**src/rtl/tft_timing_pkg.sv**
```systemverilog
package tft_timing_pkg;
  // Index of each sync/blank output in the polarity and output vectors
  typedef enum int {
    SIG_HSYNC = 0,
    SIG_VSYNC = 1,
    SIG_CSYNC = 2,
    SIG_BLANK = 3
  } sig_idx_e;

  localparam int NUM_SIG = 4;
endpackage

```
**src/rtl/tft_pix_div.sv**
```systemverilog
module tft_pix_div #(
  parameter int DIV_W = 8
) (
  input  logic             clk_i,
  input  logic             rst_i,
  input  logic             run_i,
  input  logic             div_en_i,
  input  logic [DIV_W-1:0] reload_i,
  output logic             pix_en_o
);
  logic [DIV_W-1:0] cnt_q;
  logic             bypass;

  assign bypass = !div_en_i || (reload_i == '0);

  always_ff @(posedge clk_i) begin
    if (rst_i || !run_i || bypass) cnt_q <= '0;
    else if (cnt_q == '0)          cnt_q <= reload_i;
    else                           cnt_q <= cnt_q - 1'b1;
  end

  assign pix_en_o = run_i && (bypass || (cnt_q == '0));


  div_gap_chk: assert property (@(posedge clk_i) disable iff (rst_i)
    (div_en_i && reload_i != '0 && pix_en_o) ##1 (run_i && div_en_i && reload_i != '0)
      |-> !pix_en_o);
endmodule

```
**src/rtl/tft_axis.sv**
```systemverilog
module tft_axis #(
  parameter int SYNC_M1 = 4,
  parameter int BP_M1   = 20,
  parameter int VIS_M1  = 239,
  parameter int TOTAL   = 272,
  parameter int W       = 9
) (
  input  logic         clk_i,
  input  logic         rst_i,
  input  logic         run_i,
  input  logic         step_i,
  output logic [W-1:0] pos_o,
  output logic         wrap_o,
  output logic         sync_o,
  output logic         vis_o
);
  localparam int VIS_FIRST = SYNC_M1 + 1 + BP_M1 + 1;
  localparam int VIS_LAST  = VIS_FIRST + VIS_M1;

  logic [W-1:0] pos_q;
  logic         last;

  assign last = (pos_q == W'(TOTAL - 1));

  always_ff @(posedge clk_i) begin
    if (rst_i || !run_i) pos_q <= '0;
    else if (step_i)     pos_q <= last ? '0 : pos_q + 1'b1;
  end

  assign pos_o  = pos_q;
  assign wrap_o = step_i && last;
  assign sync_o = (pos_q <= W'(SYNC_M1));
  assign vis_o  = (pos_q >= W'(VIS_FIRST)) && (pos_q <= W'(VIS_LAST));


  pos_range_chk: assert property (@(posedge clk_i) disable iff (rst_i)
    pos_q < W'(TOTAL));


  hold_no_step_chk: assert property (@(posedge clk_i) disable iff (rst_i)
    (run_i && !step_i) |=> $stable(pos_q));
endmodule

```
**src/rtl/tft_sync_out.sv**
```systemverilog
module tft_sync_out #(
  parameter int N = 4
) (
  input  logic         run_i,
  input  logic [N-1:0] act_i,
  input  logic [N-1:0] pol_i,
  output logic [N-1:0] out_o
);
  for (genvar k = 0; k < N; k++) begin : g_pol
    assign out_o[k] = (run_i && act_i[k]) ^ pol_i[k];
  end
endmodule

```
**src/rtl/tft_timing_gen.sv**
```systemverilog
module tft_timing_gen
  import tft_timing_pkg::*;
#(
  parameter int H_SYNC_M1 = 4,
  parameter int H_BP_M1   = 20,
  parameter int H_VIS_M1  = 239,
  parameter int H_TOTAL   = 272,
  parameter int V_SYNC_M1 = 1,
  parameter int V_BP_M1   = 1,
  parameter int V_VIS_M1  = 319,
  parameter int V_TOTAL   = 326,
  parameter int POS_W     = 9,
  parameter int DIV_W     = 8
) (
  input  logic               clk_i,
  input  logic               rst_i,
  input  logic               run_en_i,
  input  logic               div_en_i,
  input  logic [DIV_W-1:0]   div_reload_i,
  input  logic [NUM_SIG-1:0] pol_i,
  output logic               hsync_o,
  output logic               vsync_o,
  output logic               csync_o,
  output logic               blank_o,
  output logic               visible_o,
  output logic [POS_W-1:0]   col_o,
  output logic [POS_W-1:0]   row_o,
  output logic               frame_start_o
);
  logic               pix_en;
  logic               h_wrap, v_wrap;
  logic               h_sync, v_sync, h_vis, v_vis;
  logic               frame_q;
  logic [NUM_SIG-1:0] act, outs;

  tft_pix_div #(.DIV_W(DIV_W)) u_div (
    .clk_i(clk_i), .rst_i(rst_i), .run_i(run_en_i), .div_en_i(div_en_i),
    .reload_i(div_reload_i), .pix_en_o(pix_en)
  );

  tft_axis #(.SYNC_M1(H_SYNC_M1), .BP_M1(H_BP_M1), .VIS_M1(H_VIS_M1),
             .TOTAL(H_TOTAL), .W(POS_W)) u_h (
    .clk_i(clk_i), .rst_i(rst_i), .run_i(run_en_i), .step_i(pix_en),
    .pos_o(col_o), .wrap_o(h_wrap), .sync_o(h_sync), .vis_o(h_vis)
  );

  tft_axis #(.SYNC_M1(V_SYNC_M1), .BP_M1(V_BP_M1), .VIS_M1(V_VIS_M1),
             .TOTAL(V_TOTAL), .W(POS_W)) u_v (
    .clk_i(clk_i), .rst_i(rst_i), .run_i(run_en_i), .step_i(h_wrap),
    .pos_o(row_o), .wrap_o(v_wrap), .sync_o(v_sync), .vis_o(v_vis)
  );

  always_ff @(posedge clk_i) begin
    if (rst_i || !run_en_i) frame_q <= 1'b0;
    else                    frame_q <= v_wrap;
  end

  always_comb begin
    act            = '0;
    act[SIG_HSYNC] = h_sync;
    act[SIG_VSYNC] = v_sync;
    act[SIG_CSYNC] = h_sync || v_sync;
    act[SIG_BLANK] = !(h_vis && v_vis);
  end

  tft_sync_out #(.N(NUM_SIG)) u_out (
    .run_i(run_en_i), .act_i(act), .pol_i(pol_i), .out_o(outs)
  );

  assign hsync_o       = outs[SIG_HSYNC];
  assign vsync_o       = outs[SIG_VSYNC];
  assign csync_o       = outs[SIG_CSYNC];
  assign blank_o       = outs[SIG_BLANK];
  assign visible_o     = run_en_i && h_vis && v_vis;
  assign frame_start_o = frame_q;


  stop_clear_chk: assert property (@(posedge clk_i) disable iff (rst_i)
    !run_en_i |=> (col_o == '0 && row_o == '0));


  frame_pos_chk: assert property (@(posedge clk_i) disable iff (rst_i)
    frame_start_o |-> (col_o == '0 && row_o == '0));


  frame_single_chk: assert property (@(posedge clk_i) disable iff (rst_i)
    frame_start_o |=> !frame_start_o);
endmodule

```
**config.mk**
```make
export PLATFORM = sky130hd
export DESIGN_NAME = tft_timing_gen
export DESIGN_NICKNAME = d
export VERILOG_FILES = /design/src/rtl/tft_timing_pkg.sv /design/src/rtl/tft_pix_div.sv /design/src/rtl/tft_axis.sv /design/src/rtl/tft_sync_out.sv /design/src/rtl/tft_timing_gen.sv
export SDC_FILE = /design/constraint.sdc
export NUM_CORES = 1
export LEC_CHECK = 0
export ABC_CLOCK_PERIOD_IN_PS = 5550
export BUFFER_PORTS_ARGS = -buffer_cell sky130_fd_sc_hd__clkbuf_2
export CORE_ASPECT_RATIO = 0.9
export CORE_MARGIN = 10
export CORE_UTILIZATION = 55
export DETAILED_ROUTE_END_ITERATION = 8
export MAX_ROUTING_LAYER = met4
export PLACE_DENSITY = 0.82
export SKIP_LAST_GASP = 1
export SYNTH_ARGS = -nofsm -noshare
export SYNTH_HDL_FRONTEND = slang
export SYNTH_SLANG_ARGS = --single-unit
```
**constraint.sdc**
```tcl
create_clock -name clk_i -period 5.55 [get_ports clk_i]
set_clock_uncertainty 0.05 [all_clocks]
set_input_delay 0.2775 -clock clk_i [delete_from_list [all_inputs] [get_ports clk_i]]
set_output_delay 0.2775 -clock clk_i [all_outputs]
set_load 0.05 [all_outputs]
```
==> impl_metrics.py, run 1 <==
metrics = {
    "clocking": {
        "htreeDepth": 1,
        "clockRootBuffer": "clkbuf_4",
        "cts_hold_buf": 0,
        "cts_resized": 0,
        "clkTransAtPathRegs_ps": 140,
        "postCtsSetupRepairBufs": 0,
        "cts_tree": "done",
        "cts.sinks": 27,
        "numCtsBuffers": 3,
        "clkLatencyLatePin_ps": 330,
        "clockBufferDepth": 2,
    },
    "placement": {
        "hpwl_um": 2930,
        "pre_cts_ws_ps": 3050,
        "gp_congestion": 0.855,
        "portBuffers": 39,
        "place_area_mm2": 0.00181,
    },
    "logic_synthesis": {
        "synth_cell_types": 39,
        "syn_inst": 195,
        "yosysMostFrequentCell": "dfxtp_1",
        "ys_seq_area_frac": 0.339,
        "async_reset_ff_frac": 0,
        "yosysTopAreaCell": "dfxtp_1",
        "syn-cell-area_mm2": 0.00160,
        "yosysTopAreaCellShare": 0.339,
        "ys_seq_elements": 27,
        "synth_area_leaders": "dfxtp_1 (34%), ha_1 (6.3%), nor2_1 (6.1%)",
        "avgSynthCellArea_um2": 8.18,
        "synth_top_cells_by_count": "dfxtp_1 (27), nor2_1 (26), nand2_1 (14)",
        "yosysWarnings": 0,
        "synth-edff-count": 0,
        "synth_nets": 219,
        "synthFlopType": "dfxtp_1",
    },
    "route": {
        "vias": 1541,
        "first_iter_violations": 162,
        "wire_per_inst_um": 13.9,
        "viasPerCell": 5.69,
        "drt-total-wl_um": 3780,
        "firstDrtPassIters": 4,
        "drcViolationCount": 0,
        "antenna_left": 0,
    },
    "floorplanning": {
        "die-height_um": 71.1,
        "core_mm2": 0.00277,
        "ios": 40,
        "die-area_mm2": 0.00546,
        "start_util": 0.576,
        "num_rows": 18,
        "die-width_um": 76.8,
    },
    "sta": {
        "worst_slew_pin_slew_ps": 562,
        "layout_setup_ws_ps": 2840,
        "final_max_slew_viol_count": 0,
        "relSlewSlack": 0.616,
        "fin_crit_sh": 0.489,
        "rsz0062_at_grt": "false",
        "clock.fmax_mhz": 369,
        "fin_crit_ps": 2710,
        "setup_viol": 0,
        "setup_tns_ps": 0,
        "whs_ps": 164,
        "hold_viol": 0,
    },
    "finish": {
        "n_fill_cell": 246,
        "layout-drive-gt1-share": 0.208,
        "area.growth.synth_to_final_pct": 15.4,
        "stdcell_area_mm2": 0.00184,
        "diodes": 0,
        "finalNetCount": 256,
    },
    "power_and_ir_drop": {
        "p_int_mw": 0.254,
        "switching_share": 0.318,
        "seq_power_share": 0.546,
        "clockPowerShare": 0.233,
        "peakVddDrop_uv": 126,
        "power_leakage_nw": 0.711,
        "p_per_area_mw_per_mm2": 202,
        "p_switching_mw": 0.118,
        "pwr-share-comb": 0.221,
    },
    "critical_path": {
        "crit_arrival_ps": 2390,
        "cp_max_fo": 7,
        "start_kind": "flop",
        "worstPathRequired_ps": 5220,
        "end_kind": "output port",
        "path_class": "reg2out",
    },
    "global_route": {
        "grt_max_degree": 21,
        "grt_use_total": 0.143,
        "antenna_found_initial": 0,
        "grt_pass1_wl_um": 6470,
        "overflow": 0,
        "grt_pass1_vias": 1426,
    },
    "run_status": {
        "outcome": "finished, final reports clean",
    },
    "run": {
        "maxCapViolations": 0,
    },
    "min_path": {
        "hold_class": "in2reg",
    },
}
[cell usage in the layout (no fill, tap or decap), types with 2 or more instances in the layout]
cell,n
or4_1,6
clkbuf_4,3
dfxtp_1,27
or3_1,2
nand3_1,7
o2111ai_1,2
and3_1,2
nand4_1,4
o31ai_1,3
clkbuf_2,39
xnor2_1,10
nand2_1,14
nor2_1,26
nand2b_1,3
a21oi_1,10
o211ai_1,2
a31oi_1,2
nor3_1,3
ha_1,8
xor2_1,8
o21ai_0,12
inv_1,7
o21ai_1,2
nor4_2,2
a211oi_1,11
[final timing paths]
path | start | to | slack, ps | depth (start not counted)
setup / recovery | u_v.pos_o[3] | blank_o | 2840 | 6
hold reg to reg | u_div.cnt_q[0] | u_div.cnt_q[0] | 430 | 1
setup reg to reg | u_div.cnt_q[0] | u_v.pos_o[7] | 2990 | 7
hold / removal | div_reload_i[3] | u_div.cnt_q[3] | 160 | 3
[logic make-up after synthesis]
logic type	count (synthesis)	share of synthesized area
adders and majority gates	8	0.0627
buffers and inverters	14	0.0329
and+or+nand+nor	74	0.238
AOI/OAI and AO/OA	54	0.229
DFF	27	0.339
xor gates and xnor gates	18	0.0988
[registers in the layout, summed over array words and instances (netlist names)]
name           count
u_h.pos_o          9
u_v.pos_o          9
u_div.cnt_q        8
frame_start_o      1
[area by class of cell]
cell class	count	area (um2)	area share
Inverter	7	26.3	0.0143
Clock buffer	4	26.3	0.0143
Sequential cell	27	541	0.294
Timing Repair Buffer	39	195	0.106
Multi-Input combinational cell	154	1000	0.545
Tap cell	40	50.0	0.0272
[per-stage QoR]
stage / util / std cells / power, mW
finish: 0.664 / 271 / 0.372
global route: 0.664 / 271 / 0.392
CTS: 0.664 / 271 / 0.375
detailed placement: 0.655 / 267 / 0.290
global placement: 0.655 / 267 / 0.288
floorplan: - / 195 / 0.272
[power by group through the flow]
stage          registers [mW]  clock network, mW  logic, mW
6_report                0.203             0.0866     0.0822
5_1_grt                 0.204             0.0970     0.0913
4_1_cts                 0.203             0.0891     0.0827
3_5_place_dp            0.207                  0     0.0822
3_3_place_gp            0.207                  0     0.0811
2_1_floorplan           0.210                  0     0.0614
[worst max-delay path: stages (launching register included)]
cell and delay [ps]:
dfxtp_1 390, or4_1 640, a211oi_1 240, o32ai_1 140, a31oi_1 220, xnor2_1 130, clkbuf_2 290
[metal layers]
metal	track usage	share of wire
met5	-	0
met3	0.0429	0.066
met1	0.172	0.46
met4	0.0433	0.013
met2	0.225	0.46
Note: power is estimated with default switching activity, not from simulation.
==> run 2, diff against run 1 <==
Settings changed: ABC_CLOCK_PERIOD_IN_PS 5550 to 2500, CORE_UTILIZATION 55 to 52, PLACE_DENSITY 0.82 to 0.78.
Clock period 5.55 ns to 2.5 ns, I/O delays scaled along.
==> run 2 against run 1 <==
  * Via count is 5.8% higher
  * Sequential share of layout area down 1.2 points
  * Sequential cell count is the same
  * Largest power group unchanged
  * Worst setup slack worse by 2700 ps
  * Combinational power rose to 2.6 times the previous value
  * Clock-buffer cell count shrank 1
  * Hold slack worse by 160 ps
  * Critical path depth did not move
  * Largest cell class unchanged
  * Sequential power increased by 120%
  * Highest routed layer unchanged
  * Die area rose by 4.2%
  * Wire length grew 13%
==> impl_metrics.py, run 2 (synthesized netlist as in run 1, its figures left out) <==
metrics = {
    "run_status": {
        "outcome": "finished, final reports clean",
    },
    "min_path": {
        "hold_class": "in2reg",
    },
    "floorplanning": {
        "num_rows": 18,
        "die-area_mm2": 0.00569,
        "core_mm2": 0.00284,
        "die-width_um": 78.4,
        "ios": 40,
        "die-height_um": 72.5,
        "start_util": 0.562,
    },
    "sta": {
        "fin_crit_ps": 2360,
        "setup_viol": 0,
        "worst_slew_pin_slew_ps": 546,
        "setup_tns_ps": 0,
        "hold_viol": 0,
        "final_max_slew_viol_count": 0,
        "rsz0062_at_grt": "false",
        "relSlewSlack": 0.626,
        "fin_crit_sh": 0.945,
        "clock.fmax_mhz": 423,
    },
    "global_route": {
        "grt_max_degree": 16,
        "grt_pass1_vias": 1596,
        "overflow": 0,
        "grt_pass1_wl_um": 7210,
        "antenna_found_initial": 0,
        "grt_use_total": 0.152,
    },
    "finish": {
        "layout.area.seq_um2": 548,
        "area.growth.synth_to_final_pct": 22.0,
        "layoutNonFillerInstCount": 277,
        "n_fill_cell": 267,
        "final_common_cell": "clkbuf_2",
        "diodes": 0,
        "mostFrequentLayoutCells": "clkbuf_2 (38), nor2_1 (26), dfxtp_1 (23)",
        "finalNetCount": 262,
        "multiInputGateArea_mm2": 0.00104,
        "layout-drive-gt1-share": 0.278,
    },
    "route": {
        "first_iter_violations": 122,
        "drt-total-wl_um": 4290,
        "wire_per_inst_um": 15.5,
        "vias": 1631,
        "drcViolationCount": 0,
        "antenna_left": 0,
        "viasPerCell": 5.89,
        "firstDrtPassIters": 4,
    },
    "critical_path": {
        "crit_arrival_ps": 2190,
        "crit_slowest_cell": "or4_4",
        "worstPathRequired_ps": 2330,
        "start_kind": "flop",
        "path_class": "reg2out",
        "r2r_end": "u_v.pos_o[8]",
        "end_kind": "output port",
        "critPathLaunch": "u_v.pos_o[5]",
        "path_cells": "or4_4 > a211oi_2 > o32ai_2 > a31oi_2 > xnor2_2 > buf_8",
        "reg2reg_slack_ps": 260,
        "cp_max_fo": 5,
        "critPathMaxStageDelay_ps": 580,
        "endpoint": "blank_o",
        "r2r_cells": 7,
        "r2r_start": "u_h.pos_o[1]",
    },
    "clocking": {
        "clockRootBuffer": "clkbuf_4",
        "cts_tree": "done",
        "clkTransAtPathRegs_ps": 150,
        "clkLatencyLatePin_ps": 330,
        "clockBufferDepth": 2,
        "numCtsBuffers": 3,
        "cts.sinks": 27,
        "htreeDepth": 1,
    },
    "placement": {
        "dp_cells": 272,
        "portBuffers": 39,
        "hpwl_um": 3290,
        "gp_congestion": 0.863,
    },
    "power_and_ir_drop": {
        "power_leakage_nw": 0.761,
        "peakVddDrop_uv": 353,
        "p_per_area_mw_per_mm2": 440,
    },
    "run": {
        "maxCapViolations": 0,
    },
}
==> run 2: changes by cell type in the layout (fill, tap and decap cells not counted), moves of 2 or more <==
cell	before	now
a211oi_1	11	9
dfxtp_2	0	3
buf_4	0	6
a211oi_2	0	2
dfxtp_1	27	23
==> run 2: how the worst min path moves through the flow <==
stage / cells after the start / slack [ps] / from / to
after global placement: 3 / 360 / div_reload_i[1] / u_div.cnt_q[1]
after global routing: 3 / 2 / div_reload_i[7] / u_div.cnt_q[7]
after CTS: 3 / 0.6 / div_reload_i[0] / u_div.cnt_q[0]
final: 3 / 9 / div_reload_i[4] / u_div.cnt_q[4]
after floorplan: 2 / 250 / div_reload_i[0] / u_div.cnt_q[0]
after detailed placement: 3 / 370 / div_reload_i[0] / u_div.cnt_q[0]
==> run 2: area by class of cell <==
cell class                 instances  share of cell area
clock buffer                       3              0.0116
clock inverter                     1             0.00257
inverter                           7              0.0135
multi-input combinational        154               0.536
sequential                        27               0.282
tap                               40              0.0257
timing repair buffer              45               0.129
==> run 2: report_power, final <==
part	total, mW	internal, mW	switching (mW)
Clock	0.193	0.0601	0.133
Sequential	0.451	0.439	0.0116
Combinational	0.212	0.0790	0.133
==> run 2: critical path, delay by kind of cell (launching register included) <==
| kind | cells | cell delay (ps) |
|---|---|---|
| AOI/OAI and AO/OA | 3 | 590 |
| xor gates and xnor gates | 1 | 150 |
| buffers and inverters | 1 | 170 |
| DFF | 1 | 370 |
| and+or+nand+nor | 1 | 580 |
==> run 2: metrics by stage <==
step / util / power, mW / hold WS (ps) / instance area [um2] / worst slack [ps]
2_1_floorplan: - / 0.604 / 251 / 1610 / 9.27
3_3_place_gp: 0.657 / 0.659 / 356 / 1860 / 282
3_5_place_dp: 0.657 / 0.665 / 367 / 1860 / 220
4_1_cts: 0.676 / 0.857 / 0.585 / 1920 / 14.4
5_1_grt: 0.686 / 0.899 / 1.78 / 1950 / 2.20
6_report: 0.686 / 0.856 / 9.16 / 1950 / 137
==> run 2: what timing repair did <==
item                       in CTS  in global routing
hold buffers                    0                  0
setup endpoints to repair       2                  2
gates resized for setup         6                  8
pin swaps                       1                  3
setup buffers                   0                  1
==> run 2: layer usage <==
| layer | up-vias | global-route usage | wire length (um) | part of all wire |
|---|---|---|---|---|
| li1 | 796 | - | - | - |
| met1 | 778 | 0.178 | 1900 | 0.44 |
| met4 | 0 | 0.0278 | 23 | 0.0054 |
| met5 | - | - | 0 | 0 |
| met2 | 53 | 0.257 | 2110 | 0.49 |
| met3 | 4 | 0.0419 | 244 | 0.057 |
